--- config.mk ---
export PLATFORM = sky130hd
export DESIGN_NAME = rotimm_codec
export DESIGN_NICKNAME = d
export VERILOG_FILES = /design/src/rtl/rotimm_pkg.sv /design/src/rtl/rotimm_expand.sv /design/src/rtl/rotimm_fit.sv /design/src/rtl/rotimm_par_search.sv /design/src/rtl/rotimm_seq_search.sv /design/src/rtl/rotimm_codec.sv
export SDC_FILE = /design/constraint.sdc
export NUM_CORES = 1
export LEC_CHECK = 0
export BUFFER_PORTS_ARGS = -buffer_cell sky130_fd_sc_hd__buf_2
export CORE_MARGIN = 2
export CORE_UTILIZATION = 52
export DETAILED_ROUTE_END_ITERATION = 12
export GPL_TIMING_DRIVEN = 0
export MAX_ROUTING_LAYER = met4
export PLACE_DENSITY_LB_ADDON = 0.1
export SETUP_SLACK_MARGIN = 0.4
export SYNTH_ARGS = -nofsm -noshare
export SYNTH_HDL_FRONTEND = slang
export SYNTH_SLANG_ARGS = --single-unit
--- constraint.sdc ---
create_clock -name clk -period 3.2 [get_ports clk]
set_input_delay 0.48 -clock clk [delete_from_list [all_inputs] [get_ports clk]]
set_output_delay 0.48 -clock clk [all_outputs]
set_load 0.01 [all_outputs]
--- src/rtl/rotimm_pkg.sv ---
// Package: shared widths and rotation helpers for the rotated immediate codec.
// Assumes DATA_W is a multiple of the rotation step and wider than BYTE_W.
package rotimm_pkg;
    localparam int DATA_W  = 32;
    localparam int BYTE_W  = 8;
    localparam int ROT_W   = 4;
    localparam int NUM_ROT = 1 << ROT_W;
    localparam int SHAMT_W = ROT_W + 1;
    localparam int FIELD_W = ROT_W + BYTE_W;

    // Rotate left by amt bits using a doubled word.
    function automatic logic [DATA_W-1:0] rot_left(input logic [DATA_W-1:0] v,
                                                   input logic [SHAMT_W-1:0] amt);
        logic [2*DATA_W-1:0] dbl;
        dbl = {v, v} << amt;
        return dbl[2*DATA_W-1:DATA_W];
    endfunction

    // Rotate right by amt bits using a doubled word.
    function automatic logic [DATA_W-1:0] rot_right(input logic [DATA_W-1:0] v,
                                                    input logic [SHAMT_W-1:0] amt);
        logic [2*DATA_W-1:0] dbl;
        dbl = {v, v} >> amt;
        return dbl[DATA_W-1:0];
    endfunction
endpackage

--- src/rtl/rotimm_expand.sv ---
// Module: rotimm_expand
// Expands a payload/selector pair into the full constant (payload rotated
// right by twice the selector). Purely combinational.
module rotimm_expand
    import rotimm_pkg::*;
(
    input  logic [BYTE_W-1:0] payload_i,
    input  logic [ROT_W-1:0]  sel_i,
    output logic [DATA_W-1:0] value_o
);
    // Zero-extend the payload and rotate by the even amount.
    always_comb begin
        value_o = rot_right({{(DATA_W-BYTE_W){1'b0}}, payload_i}, {sel_i, 1'b0});
    end
endmodule

--- src/rtl/rotimm_fit.sv ---
// Module: rotimm_fit
// Tests one rotation selector: the value rotated left by twice the selector
// must leave only the low byte populated. Purely combinational.
module rotimm_fit
    import rotimm_pkg::*;
(
    input  logic [DATA_W-1:0] value_i,
    input  logic [ROT_W-1:0]  sel_i,
    output logic              fits_o,
    output logic [BYTE_W-1:0] payload_o
);
    logic [DATA_W-1:0] undone;

    // Undo the candidate rotation and inspect the upper bits.
    always_comb begin
        undone    = rot_left(value_i, {sel_i, 1'b0});
        fits_o    = (undone[DATA_W-1:BYTE_W] == '0);
        payload_o = undone[BYTE_W-1:0];
    end
endmodule

--- src/rtl/rotimm_par_search.sv ---
// Module: rotimm_par_search
// Single-cycle encoder: one fit tester per selector, then a priority pick of
// the lowest fitting selector. Outputs read zero when nothing fits.
module rotimm_par_search
    import rotimm_pkg::*;
(
    input  logic              clk,
    input  logic              rst_n,
    input  logic [DATA_W-1:0] value_i,
    output logic              ok_o,
    output logic [BYTE_W-1:0] payload_o,
    output logic [ROT_W-1:0]  sel_o
);
    logic [NUM_ROT-1:0] fit_vec;
    logic [BYTE_W-1:0]  pay_arr [NUM_ROT];

    for (genvar g = 0; g < NUM_ROT; g++) begin : g_try
        rotimm_fit u_fit (
            .value_i  (value_i),
            .sel_i    (ROT_W'(g)),
            .fits_o   (fit_vec[g]),
            .payload_o(pay_arr[g])
        );
    end

    // Priority select: scanning downward lets the lowest selector win.
    always_comb begin
        ok_o      = 1'b0;
        payload_o = '0;
        sel_o     = '0;
        for (int i = NUM_ROT - 1; i >= 0; i--) begin
            if (fit_vec[i]) begin
                ok_o      = 1'b1;
                payload_o = pay_arr[i];
                sel_o     = ROT_W'(i);
            end
        end
    end

    assert_invalid_zero_R4: assert property (@(posedge clk) disable iff (!rst_n)
        !ok_o |-> (payload_o == '0 && sel_o == '0 && fit_vec == '0));

    assert_zero_encodes_R3: assert property (@(posedge clk) disable iff (!rst_n)
        (value_i == '0) |-> (ok_o && sel_o == '0 && payload_o == '0));
endmodule

--- src/rtl/rotimm_seq_search.sv ---
// Module: rotimm_seq_search
// Multi-cycle encoder: captures the value on start (only when idle), tests
// selector 0,1,...,15 on successive cycles, stops at the first fit and pulses
// done. Result registers hold until the next accepted start.
module rotimm_seq_search
    import rotimm_pkg::*;
(
    input  logic              clk,
    input  logic              rst_n,
    input  logic              start_i,
    input  logic [DATA_W-1:0] value_i,
    output logic              busy_o,
    output logic              done_o,
    output logic              ok_o,
    output logic [BYTE_W-1:0] payload_o,
    output logic [ROT_W-1:0]  sel_o
);
    localparam logic [ROT_W-1:0] LAST_SEL = ROT_W'(NUM_ROT - 1);

    logic [DATA_W-1:0] val_q;
    logic [ROT_W-1:0]  cnt_q;
    logic              try_fit;
    logic [BYTE_W-1:0] try_pay;
    logic [DATA_W-1:0] check_val;

    rotimm_fit u_fit (
        .value_i  (val_q),
        .sel_i    (cnt_q),
        .fits_o   (try_fit),
        .payload_o(try_pay)
    );

    rotimm_expand u_check (
        .payload_i(payload_o),
        .sel_i    (sel_o),
        .value_o  (check_val)
    );

    // Search state machine: capture, step one selector per cycle, report.
    always_ff @(posedge clk) begin
        if (!rst_n) begin
            busy_o    <= 1'b0;
            done_o    <= 1'b0;
            ok_o      <= 1'b0;
            payload_o <= '0;
            sel_o     <= '0;
            cnt_q     <= '0;
            val_q     <= '0;
        end else begin
            done_o <= 1'b0;
            if (!busy_o) begin
                if (start_i) begin
                    busy_o    <= 1'b1;
                    cnt_q     <= '0;
                    val_q     <= value_i;
                    ok_o      <= 1'b0;
                    payload_o <= '0;
                    sel_o     <= '0;
                end
            end else if (try_fit) begin
                busy_o    <= 1'b0;
                done_o    <= 1'b1;
                ok_o      <= 1'b1;
                payload_o <= try_pay;
                sel_o     <= cnt_q;
            end else if (cnt_q == LAST_SEL) begin
                busy_o <= 1'b0;
                done_o <= 1'b1;
            end else begin
                cnt_q <= cnt_q + 1'b1;
            end
        end
    end

    assert_done_pulse_R5: assert property (@(posedge clk) disable iff (!rst_n)
        done_o |=> !done_o);

    assert_done_idle_R5: assert property (@(posedge clk) disable iff (!rst_n)
        done_o |-> !busy_o);

    assert_hold_value_R7: assert property (@(posedge clk) disable iff (!rst_n)
        busy_o |=> $stable(val_q));

    assert_result_valid_R6: assert property (@(posedge clk) disable iff (!rst_n)
        (done_o && ok_o) |-> (check_val == val_q));
endmodule

--- src/rtl/rotimm_codec.sv ---
// Module: rotimm_codec (top)
// Rotated immediate codec: combinational decode, single-cycle parallel
// encode and a sequential one-selector-per-cycle encode sharing the candidate
// input. Synchronous active-low reset applies to the sequential path only.
module rotimm_codec
    import rotimm_pkg::*;
(
    input  logic                clk,
    input  logic                rst_n,
    input  logic [FIELD_W-1:0]  dec_field_i,
    output logic [DATA_W-1:0]   dec_value_o,
    input  logic [DATA_W-1:0]   enc_value_i,
    output logic                comb_ok_o,
    output logic [BYTE_W-1:0]   comb_byte_o,
    output logic [ROT_W-1:0]    comb_rot_o,
    input  logic                seq_start_i,
    output logic                seq_busy_o,
    output logic                seq_done_o,
    output logic                seq_ok_o,
    output logic [BYTE_W-1:0]   seq_byte_o,
    output logic [ROT_W-1:0]    seq_rot_o
);
    logic [DATA_W-1:0] roundtrip;

    rotimm_expand u_dec (
        .payload_i(dec_field_i[BYTE_W-1:0]),
        .sel_i    (dec_field_i[FIELD_W-1:BYTE_W]),
        .value_o  (dec_value_o)
    );

    rotimm_par_search u_par (
        .clk      (clk),
        .rst_n    (rst_n),
        .value_i  (enc_value_i),
        .ok_o     (comb_ok_o),
        .payload_o(comb_byte_o),
        .sel_o    (comb_rot_o)
    );

    rotimm_seq_search u_seq (
        .clk      (clk),
        .rst_n    (rst_n),
        .start_i  (seq_start_i),
        .value_i  (enc_value_i),
        .busy_o   (seq_busy_o),
        .done_o   (seq_done_o),
        .ok_o     (seq_ok_o),
        .payload_o(seq_byte_o),
        .sel_o    (seq_rot_o)
    );

    // Independent expander fed from the encoder, used only for checking.
    rotimm_expand u_rt (
        .payload_i(comb_byte_o),
        .sel_i    (comb_rot_o),
        .value_o  (roundtrip)
    );

    assert_roundtrip_R9: assert property (@(posedge clk) disable iff (!rst_n)
        comb_ok_o |-> (roundtrip == enc_value_i));
endmodule

==> impl_metrics.py, run 1 <==
metrics = {
    "outcome": {
        "status": "finished with violations",
        "failed_checks": "setup timing",
    },
    "cells_and_area": {
        "drive_gt1_frac": 0.414,
        "num_antenna_cells": 0,
        "fin_nets": 1034,
        "final_common_cell": "nand2_1",
        "most-common-layout-cells": "nand2_1 (109), buf_2 (83), nor2_1 (70)",
        "area_growth_pct": 49.0,
        "final_util": 0.797,
    },
    "setup_path": {
        "cp_slowest_cell": "nor4_4",
        "r2r_slack_ns": 0.22,
        "cp-start-kind": "primary input",
        "path_depth": 12,
        "path_class": "in2out",
        "worstPathRequired_ns": 2.72,
        "crit_fanout": 7,
        "path_delay_family": "simple AND/OR/NAND/NOR gates",
        "endpoint_kind": "primary output",
        "worst-path-buf-inv": 5,
        "reg2reg_to": "u_seq.cnt_q[0]$_SDFFE_PN0P_",
        "arrival_ns": 3.10,
        "critPathCapture": "comb_byte_o[6]",
        "r2r-start": "u_seq.cnt_q[1]$_SDFFE_PN0P_",
        "cp_cell_sequence": "clkbuf_16, nor4_4, buf_4, nand4_1, nor4_4, buf_4, buf_6, nand2_1, a31oi_1, a2111oi_2, o32ai_1, buf_2",
        "max_stage_delay_ns": 0.39,
        "worstSetupStartpoint": "enc_value_i[3]",
        "reg2reg_depth": 14,
    },
    "floorplan": {
        "core_area_um2": 10800,
        "die_area_um2": 12000,
        "initial_core_util": 0.535,
        "io_pins": 107,
        "die_h_um": 110,
        "die_x_um": 110,
        "rows": 38,
    },
    "clocking": {
        "cts_buffer_depth": 2,
        "insertion_delay_ns": 0.32,
        "htreeDepth": 2,
        "cts_tree": "built",
        "cts_hold_buf": 0,
        "clk_pin_slew_worst_paths_ns": 0.09,
        "cts.sink_count": 51,
        "cts_buffers": 5,
        "cts_root_buf": "clkbuf_8",
    },
    "route": {
        "via_count": 8198,
        "drtPass1Iterations": 6,
        "wl_mm": 27.5,
        "drc_errors": 0,
        "drt_iter0_drc": 1018,
        "drtAntennaViolNets": 0,
        "wl_per_cell_um": 24.4,
        "viasPerCell": 7.27,
    },
    "yosys": {
        "synthAdderAreaFrac": 0.00216,
        "synth_top_family_by_area": "simple AND/OR/NAND/NOR gates",
        "ys_seq_area_frac": 0.176,
        "synth_top_cell_area_share": 0.176,
        "synth_cells": 806,
        "syn-num-nets": 854,
        "synth_area_leaders": "dfxtp_1 (18%), nand2_1 (7.8%), mux4_2 (7.4%)",
        "synth_area_per_cell_um2": 7.20,
        "synthXorXnorAreaFrac": 0,
        "synth_compound_area_frac": 0.254,
        "yosys.area_share.simple": 0.345,
        "synth-edff-count": 0,
        "syn-cell-area_um2": 5800,
        "synth.distinct_cells": 72,
        "ys_ff_latch": 51,
        "synth.area.mux_share": 0.160,
        "async_reset_ff_frac": 0,
        "synth_area_leader_cell": "dfxtp_1",
        "ys_warn_count": 0,
        "ys.flop_type": "dfxtp_1",
    },
    "global_route": {
        "grt_antenna_before_repair": 0,
        "grt_overflow_total": 0,
        "grt_usage": 0.429,
        "grt_max_degree": 18,
        "grt_pass1_wl_mm": 38.9,
        "grt_pass1_vias": 7461,
    },
    "timing": {
        "worst_clock_skew_ns": 0.0141,
        "final.min_clock_period_ns": 3.58,
        "final_hold_viol_count": 0,
        "slew_headroom": 0.508,
        "worst_slew_pin_slew_ns": 0.732,
        "setup_ws_ns": -0.383,
        "max_clock_freq_mhz": 279,
        "finalSetupViolCount": 9,
        "holdWs_ns": 0.455,
        "fin_crit_sh": 1.12,
        "slew_violations": 0,
        "rsz0062_at_grt": "true",
    },
    "power": {
        "ir_drop_v": 0.000179,
        "powerDensity_nw_per_um2": 229,
        "leakagePower_nw": 3.47,
    },
    "worst_hold_path": {
        "min-delay-start": "enc_value_i[17]",
        "hold_path_class": "in2reg",
    },
    "place": {
        "hpwl_mm": 17.1,
        "io_buffers": 89,
        "gp_congestion": 1.02,
    },
    "run": {
        "drv_cap": 0,
    },
}
metrics by stage:
stage / instance area, um2 / std cells / total power [mW] / setup TNS (ns) / setup WS (ns)
floorplan: 6010 / 806 / 1.09 / 0 / 0.0995
global placement: 6630 / 1035 / 1.29 / -9.47 / -0.611
detailed placement: 6630 / 1035 / 1.30 / -9.00 / -0.667
CTS: 8080 / 1108 / 1.89 / -0.462 / -0.144
global route: 8640 / 1127 / 2.03 / -2.37 / -0.339
finish: 8640 / 1127 / 1.98 / -1.95 / -0.383
cell usage after synthesis, types with 6 or more instances:
cell type	instances
a211oi_1	13
a21boi_0	34
a21oi_1	25
a221oi_1	9
a31oi_1	6
and2_1	22
and3_1	18
buf_2	6
clkbuf_1	60
dfxtp_1	51
inv_1	11
mux2_2	20
mux2i_1	23
mux4_2	19
nand2_1	121
nand2b_1	10
nand3_1	25
nand4_1	16
nor2_1	80
nor2b_1	6
nor3_1	39
nor4_1	13
o211ai_1	8
o21a_1	11
o21ai_0	28
o221ai_1	8
o22ai_1	11
or3_1	15
or4_1	8
worst min-delay path, cell delays in order:
cell,delay [ns]
buf_6,0.12
nand2_1,0.05
a21boi_0,0.07
final cells by class:
cell class / count / area (um2)
Multi-Input combinational cell: 669 / 5360
Sequential cell: 51 / 1020
Tap cell: 140 / 175
Timing Repair Buffer: 173 / 1280
Buffer: 74 / 628
Clock inverter: 3 / 46.3
Inverter: 12 / 51.3
Clock buffer: 5 / 68.8
Fill cell: 660 / 2200
kinds of logic after synthesis:
family          Yosys count
compound gates          203
mux                      66
fa+ha+maj                 1
flops                    51
simple gates            399
buf+inv                  86
power breakdown:
part / internal [mW] / switching, mW / total, mW / leakage [nW]
registers: 0.665 / 0.0607 / 0.725 / 0.417
clock network: 0.236 / 0.227 / 0.462 / 0.0548
logic: 0.341 / 0.447 / 0.788 / 3.00
worst min path at each step:
stage / to / cells past startpoint / slack (ns)
floorplan: u_seq.val_q[24]$_SDFFE_PN0P_ / 2 / 0.47
global placement: u_seq.ok_o$_SDFFE_PN0P_ / 2 / 0.44
detailed placement: u_seq.ok_o$_SDFFE_PN0P_ / 2 / 0.47
CTS: u_seq.val_q[17]$_SDFFE_PN0P_ / 3 / 0.44
global route: u_seq.val_q[0]$_SDFFE_PN0P_ / 3 / 0.47
finish: u_seq.val_q[17]$_SDFFE_PN0P_ / 3 / 0.45
what timing repair did:
item / 4_1_cts / 5_1_grt
gates cloned: 3 / 1
pin swaps: 72 / 54
endpoints found under the setup margin: 32 / 32
resized for setup: 186 / 99
buffers inserted: 62 / 18
flip-flops by register name, summed over array words and instances, names as in the netlist:
signal	cells
u_seq.ok_o	1
u_seq.sel_o	4
u_seq.cnt_q	4
u_seq.val_q	32
u_seq.busy_o	1
u_seq.payload_o	8
u_seq.done_o	1
per-layer routing:
layer / share of wire / vias to the layer above / wire (um) / GRT usage
met5: 0 / - / 0 / -
met2: 0.46 / 770 / 12600 / 0.679
met1: 0.34 / 3760 / 9480 / 0.492
met4: 0.084 / 0 / 2320 / 0.305
li1: - / 3402 / - / -
met3: 0.11 / 266 / 3110 / 0.0741
No activity file was read; power rests on OpenSTA's default activity.
==> run 2: changes to the inputs <==
- ABC_AREA: default -> 1
- CORE_UTILIZATION: 52 -> 51
==> run 2 against run 1 <==
Net effect:
- the flow now finishes without violations
- synthesized cell count increased by 21%
- die area decreased by 5.9%
- clock skew decreased by 0.0056 ns
- critical path depth increased by 6
- cell area decreased by 19%
- critical path type unchanged
==> impl_metrics.py, run 2 <==
metrics = {
    "floorplan": {
        "io_pins": 107,
        "die_area_um2": 11300,
        "rows": 37,
        "initial_core_util": 0.522,
        "die_x_um": 106,
        "die_h_um": 106,
        "core_area_um2": 10200,
    },
    "cells_and_area": {
        "final_common_cell": "nand2_1",
        "stdcell_area_um2": 6970,
        "multi_input_area_um2": 4230,
        "fin_nets": 1172,
        "area_growth_pct": 30.4,
        "largest_reg_flops": 32,
        "num-fill-cells": 937,
        "largest_register": "u_seq.val_q",
        "seq_area_um2": 1020,
        "drive_gt1_frac": 0.256,
        "reg.largest.list": "u_seq.val_q: 32 flops, u_seq.payload_o: 8 flops",
        "num_antenna_cells": 0,
        "final_util": 0.681,
        "most-common-layout-cells": "nand2_1 (309), a21oi_1 (110), buf_2 (104)",
    },
    "power": {
        "ir_drop_v": 0.000182,
        "powerDensity_nw_per_um2": 248,
        "power_mw": 1.72,
        "leakagePower_nw": 3.42,
    },
    "yosys": {
        "synthXorXnorAreaFrac": 0.00328,
        "synth.area.mux_share": 0.00937,
        "ys_top_cells_by_count": "nand2_1 (323), a21oi_1 (110), nor2_1 (102), o21ai_0 (81), nand3_1 (65)",
        "syn-cell-area_um2": 5340,
        "synth_top_family_by_area": "simple AND/OR/NAND/NOR gates",
        "synth_cells": 979,
        "yosys.area_share.simple": 0.448,
        "ys.flop_type": "dfxtp_1",
        "synth-edff-count": 0,
        "synth_top_cell_area_share": 0.227,
        "synth.distinct_cells": 43,
        "synth.most_common_cell": "nand2_1",
        "syn-num-nets": 1027,
        "ys_warn_count": 0,
        "synth_compound_area_frac": 0.247,
        "ys_seq_area_frac": 0.191,
        "synth_area_leaders": "nand2_1 (23%), dfxtp_1 (19%), a21oi_1 (10%)",
        "async_reset_ff_frac": 0,
        "ys_ff_latch": 51,
        "synth_area_per_cell_um2": 5.46,
        "synth_area_leader_cell": "nand2_1",
        "synthAdderAreaFrac": 0.00234,
    },
    "worst_hold_path": {
        "min-delay-start": "enc_value_i[2]",
        "hold_path_class": "in2reg",
        "holdPathStages": 3,
        "min_to": "u_seq.val_q[2]$_SDFFE_PN0P_",
    },
    "global_route": {
        "grt_pass1_wl_mm": 30.4,
        "grt_overflow_total": 0,
        "grt_usage": 0.335,
        "grt_max_degree": 17,
        "grt_antenna_before_repair": 0,
        "grt_pass1_vias": 6506,
    },
    "route": {
        "drt_iter0_drc": 638,
        "wl_per_cell_um": 15.0,
        "drtPass1Iterations": 7,
        "via_count": 7227,
        "drtAntennaViolNets": 0,
        "drc_errors": 0,
        "wl_mm": 18.9,
        "viasPerCell": 5.73,
    },
    "setup_path": {
        "r2r_slack_ns": 0.67,
        "endpoint_kind": "primary output",
        "worstPathRequired_ns": 2.72,
        "path_class": "in2out",
        "r2r-start": "u_seq.cnt_q[0]$_SDFFE_PN0P_",
        "cp-start-kind": "primary input",
        "reg2reg_depth": 16,
        "crit_fanout": 10,
        "arrival_ns": 2.56,
        "reg2reg_to": "u_seq.sel_o[1]$_SDFFE_PN0P_",
    },
    "timing": {
        "max_clock_freq_mhz": 329,
        "setup_ws_ns": 0.158,
        "slew_headroom": 0.568,
        "final_hold_viol_count": 0,
        "worst_slew_pin_slew_ns": 0.646,
        "worst_clock_skew_ns": 0.00852,
        "slew_violations": 0,
        "fin_crit_sh": 0.950,
        "finalSetupViolCount": 0,
        "rsz0062_at_grt": "true",
        "final.min_clock_period_ns": 3.04,
    },
    "place": {
        "hpwl_mm": 14.3,
        "post-place-ws_ns": -0.119,
        "placed_area_um2": 6040,
        "gp_congestion": 0.977,
        "io_buffers": 105,
    },
    "run": {
        "drv_cap": 0,
    },
    "clocking": {
        "cts_hold_buf": 0,
        "cts_tree": "built",
        "cts.sink_count": 51,
        "cts_root_buf": "clkbuf_8",
        "clk_pin_slew_worst_paths_ns": 0.09,
        "insertion_delay_ns": 0.31,
        "htreeDepth": 2,
        "cts_buffer_depth": 2,
        "cts_buffers": 5,
    },
    "outcome": {
        "status": "finished, final reports clean",
    },
}
[run 2: cell types whose count changed after synthesis, sizes merged, moves of 32 or more]
cell	delta
a21oi	+86
a21boi	-32
inv	+48
nand3	+42
o21ai	+78
nand2	+208
clkbuf	-35
[run 2: worst max-delay path by stage]
| stage | slack, ns | start | to |
|---|---|---|---|
| after floorplan | 0.64 | enc_value_i[28] | comb_rot_o[0] |
| after global placement | -0.13 | enc_value_i[24] | comb_byte_o[0] |
| after detailed placement | -0.12 | enc_value_i[0] | comb_byte_o[0] |
| after CTS | 0.35 | enc_value_i[31] | comb_byte_o[4] |
| after global routing | 0.07 | enc_value_i[16] | comb_rot_o[0] |
| final | 0.16 | enc_value_i[3] | comb_rot_o[0] |
[run 2: layout make-up]
| type | count | area share |
|---|---|---|
| clock buffers | 6 | 0.0119 |
| plain buffers | 55 | 0.0462 |
| repair buffers | 137 | 0.125 |
| flip-flops and latches | 51 | 0.147 |
| inverters | 63 | 0.0370 |
| well taps | 136 | 0.0244 |
| multi-input cells | 811 | 0.607 |
| clock inverters | 2 | 0.00198 |
[run 2: kinds of logic after synthesis]
logic type	Yosys count
compound gates	240
xor+xnor	2
fa+ha+maj	1
buf+inv	118
flops	51
mux	5
simple gates	562
[run 2: worst max-delay path, cell delays in order]
cell     delay (ns)
buf_2          0.16
nor2_4         0.14
nand3_4        0.12
nor2_4         0.15
nand3_4        0.13
buf_4          0.20
a21oi_1        0.19
o21ai_1        0.11
nand2_1        0.10
nand2_1        0.12
nand2_1        0.10
nand2_1        0.08
nand2_1        0.07
nand2_1        0.05
nand2_1        0.05
nand2_1        0.05
a21oi_1        0.11
buf_2          0.14
[run 2: what timing repair did]
action                                  CTS  global route
endpoints found under the setup margin   13            13
gates cloned                              2             0
pin swaps                                30            31
setup buffers                            21            10
resized for setup                       156            20
[run 2: where the power goes]
part	internal, mW	switching (mW)
clock	0.177	0.229
combinational	0.219	0.401
sequential	0.669	0.0293
total	1.07	0.659
[run 2: metrics by stage]
stage	TNS, ns	std cells	hold WS (ns)
final	0	1261	0.465
after global routing	0	1261	0.473
after detailed placement	-0.300	1220	0.453
after floorplan	0	979	0.490
after global placement	-0.504	1220	0.452
after CTS	0	1251	0.453
[run 2: layer usage]
layer | global-route usage | wire (um) | share of wire | vias up
li1 | - | - | - | 3567
met1 | 0.399 | 7750 | 0.41 | 3231
met2 | 0.575 | 9080 | 0.48 | 352
met3 | 0.0239 | 1220 | 0.064 | 77
met4 | 0.156 | 863 | 0.046 | 0
met5 | - | 0 | 0 | -
